File: config.mk
export PLATFORM = sky130hd
export DESIGN_NAME = fp_unpack_classify
export DESIGN_NICKNAME = d
export VERILOG_FILES = /design/src/rtl/fp_unpack_classify.sv
export SDC_FILE = /design/constraint.sdc
export NUM_CORES = 1
export LEC_CHECK = 0
export BUFFER_PORTS_ARGS = -buffer_cell sky130_fd_sc_hd__buf_2
export CAP_MARGIN = 0
export CELL_PAD_IN_SITES_DETAIL_PLACEMENT = 0
export CELL_PAD_IN_SITES_GLOBAL_PLACEMENT = 1
export CORE_MARGIN = 5
export CORE_UTILIZATION = 39
export DETAILED_ROUTE_END_ITERATION = 12
export PLACE_DENSITY_LB_ADDON = 0.1
export SETUP_SLACK_MARGIN = 0.02
export SLEW_MARGIN = 40
export SYNTH_ARGS = -nofsm -noshare
export SYNTH_HDL_FRONTEND = slang
export SYNTH_SLANG_ARGS = --single-unit
File: constraint.sdc
create_clock -name clk -period 5.3 [get_ports clk]
set_clock_uncertainty 0.05 [all_clocks]
set_input_delay 1.06 -clock clk [delete_from_list [all_inputs] [get_ports clk]]
set_output_delay 1.06 -clock clk [all_outputs]
set_load 0.03 [all_outputs]
File: src/rtl/fp_unpack_classify.sv
module fp_unpack_classify #(
  parameter int FMT_BITS   = 32,
  parameter int EXP_OUT_W  = 16,
  parameter int MANT_OUT_W = 64
) (
  input  logic                  clk,
  input  logic                  rst_n,
  input  logic                  in_valid,
  input  logic [FMT_BITS-1:0]   in_word,
  input  logic                  ftz_wide,
  input  logic                  ftz_half,
  input  logic                  alt_half,
  output logic                  out_valid,
  output logic [4:0]            out_class,
  output logic                  out_sign,
  output logic [EXP_OUT_W-1:0]  out_exp,
  output logic [MANT_OUT_W-1:0] out_mant,
  output logic                  out_denorm_exc
);
  localparam int EW       = (FMT_BITS == 16) ? 5 : (FMT_BITS == 32) ? 8 : 11;
  localparam int FW       = FMT_BITS - EW - 1;
  localparam int BIAS     = (1 << (EW - 1)) - 1;
  localparam int POINT    = MANT_OUT_W - 2;
  localparam int SUB_BASE = 1 - BIAS - FW;
  localparam bit IS_HALF  = (FMT_BITS == 16);

  localparam logic [4:0] C_ZERO = 5'b00001;
  localparam logic [4:0] C_NZ   = 5'b00010;
  localparam logic [4:0] C_INF  = 5'b00100;
  localparam logic [4:0] C_QNAN = 5'b01000;
  localparam logic [4:0] C_SNAN = 5'b10000;

  logic          sgn;
  logic [EW-1:0] efld;
  logic [FW-1:0] frac;
  assign sgn  = in_word[FMT_BITS-1];
  assign efld = in_word[FMT_BITS-2:FW];
  assign frac = in_word[FW-1:0];

  logic e_zero, e_ones, f_zero, flush, special;
  assign e_zero  = (efld == '0);
  assign e_ones  = (efld == '1);
  assign f_zero  = (frac == '0);
  assign flush   = IS_HALF ? ftz_half : ftz_wide;
  assign special = e_ones && !(IS_HALF && alt_half);

  logic [7:0] lead;
  always_comb begin
    lead = '0;
    for (int i = 0; i < FW; i++)
      if (frac[i]) lead = 8'(i);
  end

  logic [MANT_OUT_W-1:0] mant_sub, mant_nrm;
  logic [EXP_OUT_W-1:0]  exp_sub, exp_nrm;
  assign mant_sub = MANT_OUT_W'(frac) << (POINT - int'(lead));
  assign mant_nrm = MANT_OUT_W'({1'b1, frac}) << (POINT - FW);
  assign exp_sub  = EXP_OUT_W'(SUB_BASE) + EXP_OUT_W'(lead);
  assign exp_nrm  = EXP_OUT_W'(efld) - EXP_OUT_W'(BIAS);

  logic [4:0]            cls_c;
  logic [EXP_OUT_W-1:0]  exp_c;
  logic [MANT_OUT_W-1:0] mant_c;
  logic                  exc_c;

  always_comb begin
    cls_c  = C_NZ;
    exp_c  = exp_nrm;
    mant_c = mant_nrm;
    exc_c  = 1'b0;
    if (e_zero) begin
      if (f_zero || flush) begin
        cls_c  = C_ZERO;
        exp_c  = '0;
        mant_c = '0;
        exc_c  = !IS_HALF && !f_zero;
      end else begin
        exp_c  = exp_sub;
        mant_c = mant_sub;
      end
    end else if (special) begin
      exp_c  = '0;
      mant_c = '0;
      if (f_zero)          cls_c = C_INF;
      else if (frac[FW-1]) cls_c = C_QNAN;
      else                 cls_c = C_SNAN;
    end
  end

  always_ff @(posedge clk) begin
    if (!rst_n) begin
      out_valid      <= 1'b0;
      out_class      <= '0;
      out_sign       <= 1'b0;
      out_exp        <= '0;
      out_mant       <= '0;
      out_denorm_exc <= 1'b0;
    end else begin
      out_valid      <= in_valid;
      out_denorm_exc <= in_valid && exc_c;
      if (in_valid) begin
        out_class <= cls_c;
        out_sign  <= sgn;
        out_exp   <= exp_c;
        out_mant  <= mant_c;
      end
    end
  end
endmodule

; Yosys cells after proc, flatten, opt, wreduce, memory -nomap -nowiden
; Cells that the tools add are included.
[word_totals]
out_inout_bits = 88
wordCells = 51
register_bits = 88
inputBits = 38
[op_classes]
add_sub_neg = 3
muxes = 35
shifts = 1
n_eq_ne = 1
n_reduce_logical = 5
[ops]
columns = operator, n
row1 = 2-to-1 mux 8 bit, 18
row2 = 2-to-1 mux 64 bit, 2
row3 = << shifter 23 x 32 -> 64 bit, 1
row4 = 2-to-1 mux 63 bit, 1
row5 = 2-to-1 mux 16 bit, 3
row6 = logical NOT 23 bit, 1
row7 = 2-to-1 mux 5 bit, 4
row8 = "adder 9 x 9 -> 10 bit, first input constant", 1
row9 = "subtractor 6 x 8 -> 9 bit, first input constant", 1
row10 = "subtractor 8 x 7 -> 9 bit, second input constant", 1
row11 = "== test 8 bit, second input constant", 1
row12 = logical NOT 8 bit, 1
row13 = 2-to-1 mux 2 bit, 3
row14 = 2-to-1 mux 1 bit, 3
row15 = 2-to-1 mux 3 bit, 1
row16 = logical AND 1 bit, 1
row17 = logical NOT 1 bit, 1
row18 = logical OR 1 bit, 1

; Depth between registers and ports, before layout
[logic_depth]
depth_word = 26
depth_mapped = 18
ltp_nobuf = 15

; Least setup slack after synthesis
; OpenSTA, ideal clock, no wires.
[synth_path]
kind = input -> register
startpoint = input port in_word[18]
endpoint = register out_mant[56]
slack_ns = 0.765
path_buffers = 3
stages = 17
t_arrival_ns = 4.419
setup_ns = 0.066
path_cell_list = clkbuf_1 nor3b_1 or3_1 buf_2 a21oi_2 a21oi_4 inv_1 ha_1 nor2_1 o2111a_1 a211o_1 buf_6 mux2i_1 mux4_2 mux2_2 or2_1 a21oi_2
[synth_via]
elab_chain_len = 9
elab_cells_between_ends = 11
cone_classes = add/sub (1) / shift (1) / mux (7) / reduce/logical (2)
[synth_lines]
columns = item, line
row1 = "start, declared", 9  ; input logic [FMT_BITS-1:0] in_word,
row2 = 2-to-1 mux 8 bit (5 in a row), 51  ; if (frac[i]) lead = 8'(i);
row3 = subtractor 6 x 8 -> 9 bit, 56  ; assign mant_sub = MANT_OUT_W'(frac) << (POINT - int'(lead));
row4 = << shifter 23 x 32 -> 64 bit, 56
row5 = 2-to-1 mux 64 bit (*), 72  ; if (f_zero || flush) begin
row6 = 2-to-1 mux 64 bit (*), 71  ; if (e_zero) begin
row7 = "end signal, assigned", 105  ; out_mant <= mant_c;
row8 = "end, declared", 17  ; output logic [MANT_OUT_W-1:0] out_mant,
; Every way passes the cells marked *; elsewhere a longest branch is shown, timed or not.
; A chain may end at the register's enable or synchronous reset.

; Worst setup path after layout
[layout_path]
startpoint = input port in_word[7]
endpoint = register out_mant[56]
[layout_via]
elab_chain_len = 20
elab_cells_between_ends = 22
cone_classes = add/sub (1) / shift (1) / mux (18) / reduce/logical (2)
[layout_lines]
columns = item, line
row1 = 2-to-1 mux 8 bit (16 in a row), 51
row2 = subtractor 6 x 8 -> 9 bit, 56
row3 = << shifter 23 x 32 -> 64 bit, 56
row4 = 2-to-1 mux 64 bit (*), 72
row5 = 2-to-1 mux 64 bit (*), 71
; Marks and branches as above.

==> results_dict.tcl <==
set metrics [dict create \
    post-route-drc-count 0 \
    ys_seq_area_frac 0.3196 \
    grt_pass1_vias 4780 \
    regToRegStartpoint "out_mant[60]" \
    die_w_um 124.1 \
    core_um2 12670 \
    drive_gt1_frac 0.2837 \
    whs_ns 0.4012 \
    pre_cts_slack_ns 0.3405 \
    grt_overflow 0 \
    total_power_mw 1.738 \
    synthToLayoutAreaGrowth_pct 20.00 \
    synth_nets 667 \
    cp-endpoint "out_mant[56]" \
    cp.arrival_ns 4.83 \
    place_congestion 0.9061 \
    ys_ff_latch 81 \
    clk_pin_slew_ns 0.06 \
    io_pins 126 \
    drt-total-wl_um 17770 \
    track_usage 0.2278 \
    worstHoldPathType "reg2reg" \
    antenna_found_initial 0 \
    finalSetupViolCount 0 \
    synth_cells 625 \
    n_antenna_cell 0 \
    die_h_um 124.1 \
    maxSlewHeadroom 0.5193 \
    start_util 0.4004 \
    vias 5137 \
    post-cts-setup-buffer-count 0 \
    netlist_area_um2 5074 \
    clock_latency_ns 0.33 \
    yosys-mux-area-fraction 0.09667 \
    rr_worst_depth 3 \
    cts_hold_buffers 0 \
    fmax_mhz 216.9 \
    rsz0062_at_grt "false" \
    synth-async-reset-ratio 0 \
    final_cell_mix "buf_2 (123), dfxtp_1 (81), nand2_1 (59)" \
    clockBufferDepth 2 \
    status "finished clean" \
    worst-path-max-fanout 14 \
    required_ns 5.52 \
    period_needed_ns 4.611 \
    nNetsFinal 756 \
    cts_root_buf "clkbuf_16" \
    synthXorXnorAreaFrac 0.01381 \
    slew_viol_final 0 \
    p_per_area_nw_per_um2 285.5 \
    tightest_slew_ns 0.7155 \
    wire_per_inst_um 19.94 \
    n_fill_cell 1264 \
    clock-sinks 81 \
    synth_edf_count 0 \
    yosysWarnings 0 \
    crit_path_end_kind "register" \
    dr.first_iter.drc_count 452 \
    synth_compound_area_frac 0.2656 \
    path_class "in2reg" \
    dieArea_um2 15390 \
    port_buffers 123 \
    r2r_slack_ns 4.38 \
    startpoint "in_word[7]" \
    cap_violations 0 \
    ant_nets 0 \
    ctsResizeCount 0 \
    final_common_cell "buf_2" \
    power_leakage_nw 2.708 \
    worst_slack_ns 0.6892 \
    netlist-cell-type-count 75 \
    utilization 0.4805 \
    vias_per_cell 5.765 \
    cts_buffers 9 \
    grt_pass1_wl_um 26930 \
    synthFlopType "dfxtp_1" \
    dp_hpwl_um 13020 \
    cts-htree-levels 3 \
    synth_top_family_by_area "compound AO/OA/AOI/OAI gates" \
    cts_tree "done" \
    syn_area_per_cell_um2 8.118 \
    grt_max_degree 73 \
    synthAdderAreaFrac 0.009864 \
    ir_drop_mv 0.2258 \
    synth-simple-area-share 0.2212 \
    rows 41 \
    finalSetupTns_ns 0 \
    firstDrtPassIters 5 \
    r2r-end "out_mant[60]" \
    final_min_period_over_clock_period 0.8700 \
    hold_violations 0 \
    start_kind "primary input" \
]
-- critical path: stages --
cell and delay [ns]:
buf_2 0.18, nor4_1 0.32, o31ai_1 0.14, o311ai_1 0.19
a41o_1 0.35, inv_1 0.06, ha_1 0.25, nor2_1 0.10
o2111a_1 0.26, a211o_1 0.49, mux2i_1 0.20, mux4_2 0.56
mux2_2 0.31, or2_1 0.23, a21oi_2 0.11
-- layout make-up --
type	instances	area, µm²	area share
clock inverter	7	85.08	0.01397
multi-input combinational	461	3095	0.5084
clock buffer	9	225.2	0.03699
sequential	81	1622	0.2663
timing repair buffer	143	778.2	0.1278
tap	172	215.2	0.03535
inverter	18	67.56	0.01110
-- state kept, by name, summed over array words and instances, names as in the netlist --
signal and count:
out_mant 64, out_exp 9, out_class 5, out_denorm_exc 1, out_sign 1, out_valid 1
-- how the worst min path moves through the flow --
stage                 startpoint           end  slack [ns]  cells after the start
finish              out_mant[12]  out_mant[12]        0.40                      1
global route         out_mant[9]   out_mant[9]        0.42                      1
CTS                 out_mant[12]  out_mant[12]        0.41                      1
detailed placement  out_mant[18]  out_mant[18]        0.39                      1
global placement    out_mant[19]  out_mant[19]        0.39                      1
floorplan           out_mant[63]  out_mant[63]        0.53                      2
-- per-layer routing --
layer	part of all wire	up-vias	track usage
li1	-	2459	-
met3	0.075	20	0.04723
met2	0.46	221	0.3693
met1	0.44	2437	0.3114
met4	0.016	0	0.05476
met5	0	-	0
-- per-stage QoR --
step,area (µm²),std cells
2_1_floorplan,5074,625
3_3_place_gp,5778,875
3_5_place_dp,5778,875
4_1_cts,6088,891
5_1_grt,6088,891
6_report,6088,891
-- synthesized netlist by cell type, drive strengths merged, types with 3 or more instances --
| cell | count | area [µm²] |
|---|---|---|
| mux2i | 16 | 163.9 |
| o221a | 4 | 45.04 |
| nor4 | 6 | 56.31 |
| ha | 4 | 50.05 |
| o221ai | 4 | 35.03 |
| a211o | 3 | 26.28 |
| mux2 | 11 | 123.9 |
| and2 | 41 | 256.5 |
| and3 | 4 | 25.02 |
| buf | 18 | 127.6 |
| o311ai | 4 | 35.03 |
| o22ai | 4 | 25.02 |
| inv | 17 | 63.81 |
| a21o | 3 | 22.52 |
| o21ai | 44 | 220.2 |
| o21a | 3 | 22.52 |
| nand2 | 59 | 221.5 |
| a32oi | 3 | 26.28 |
| o211ai | 9 | 67.56 |
| nand2b | 4 | 25.02 |
| nor2 | 46 | 180.2 |
| nor3 | 24 | 130.1 |
| a21oi | 45 | 247.8 |
| dfxtp | 81 | 1622 |
| nand3 | 13 | 65.06 |
| nand4 | 5 | 31.28 |
| a22o | 3 | 26.28 |
| o211a | 7 | 70.07 |
| xnor2 | 5 | 43.79 |
| a22oi | 5 | 37.54 |
| clkbuf | 47 | 176.4 |
| a221oi | 6 | 52.55 |
| or3 | 5 | 31.28 |
| xor2 | 3 | 26.28 |
| o311a | 3 | 30.03 |
| mux4 | 9 | 202.7 |
| nor2b | 7 | 43.79 |
| a211oi | 6 | 45.04 |
| a31o | 3 | 26.28 |
| a31oi | 10 | 62.56 |
-- power breakdown --
| part | leakage [nW] | internal, mW | switching [mW] |
|---|---|---|---|
| registers | 0.661 | 0.628 | 0.0108 |
| logic | 1.89 | 0.163 | 0.293 |
| clock network | 0.153 | 0.375 | 0.268 |
| total | 2.71 | 1.17 | 0.572 |
-- cells by family after synthesis --
group / count (synthesis)
multiplexers: 36
AO/OA/AOI/OAI: 192
adder cells (fa/ha/maj): 4
AND/OR/NAND/NOR: 221
XOR/XNOR: 8
buffers and inverters: 83
flip-flops: 81
Note: power is estimated with default switching activity, not from simulation.
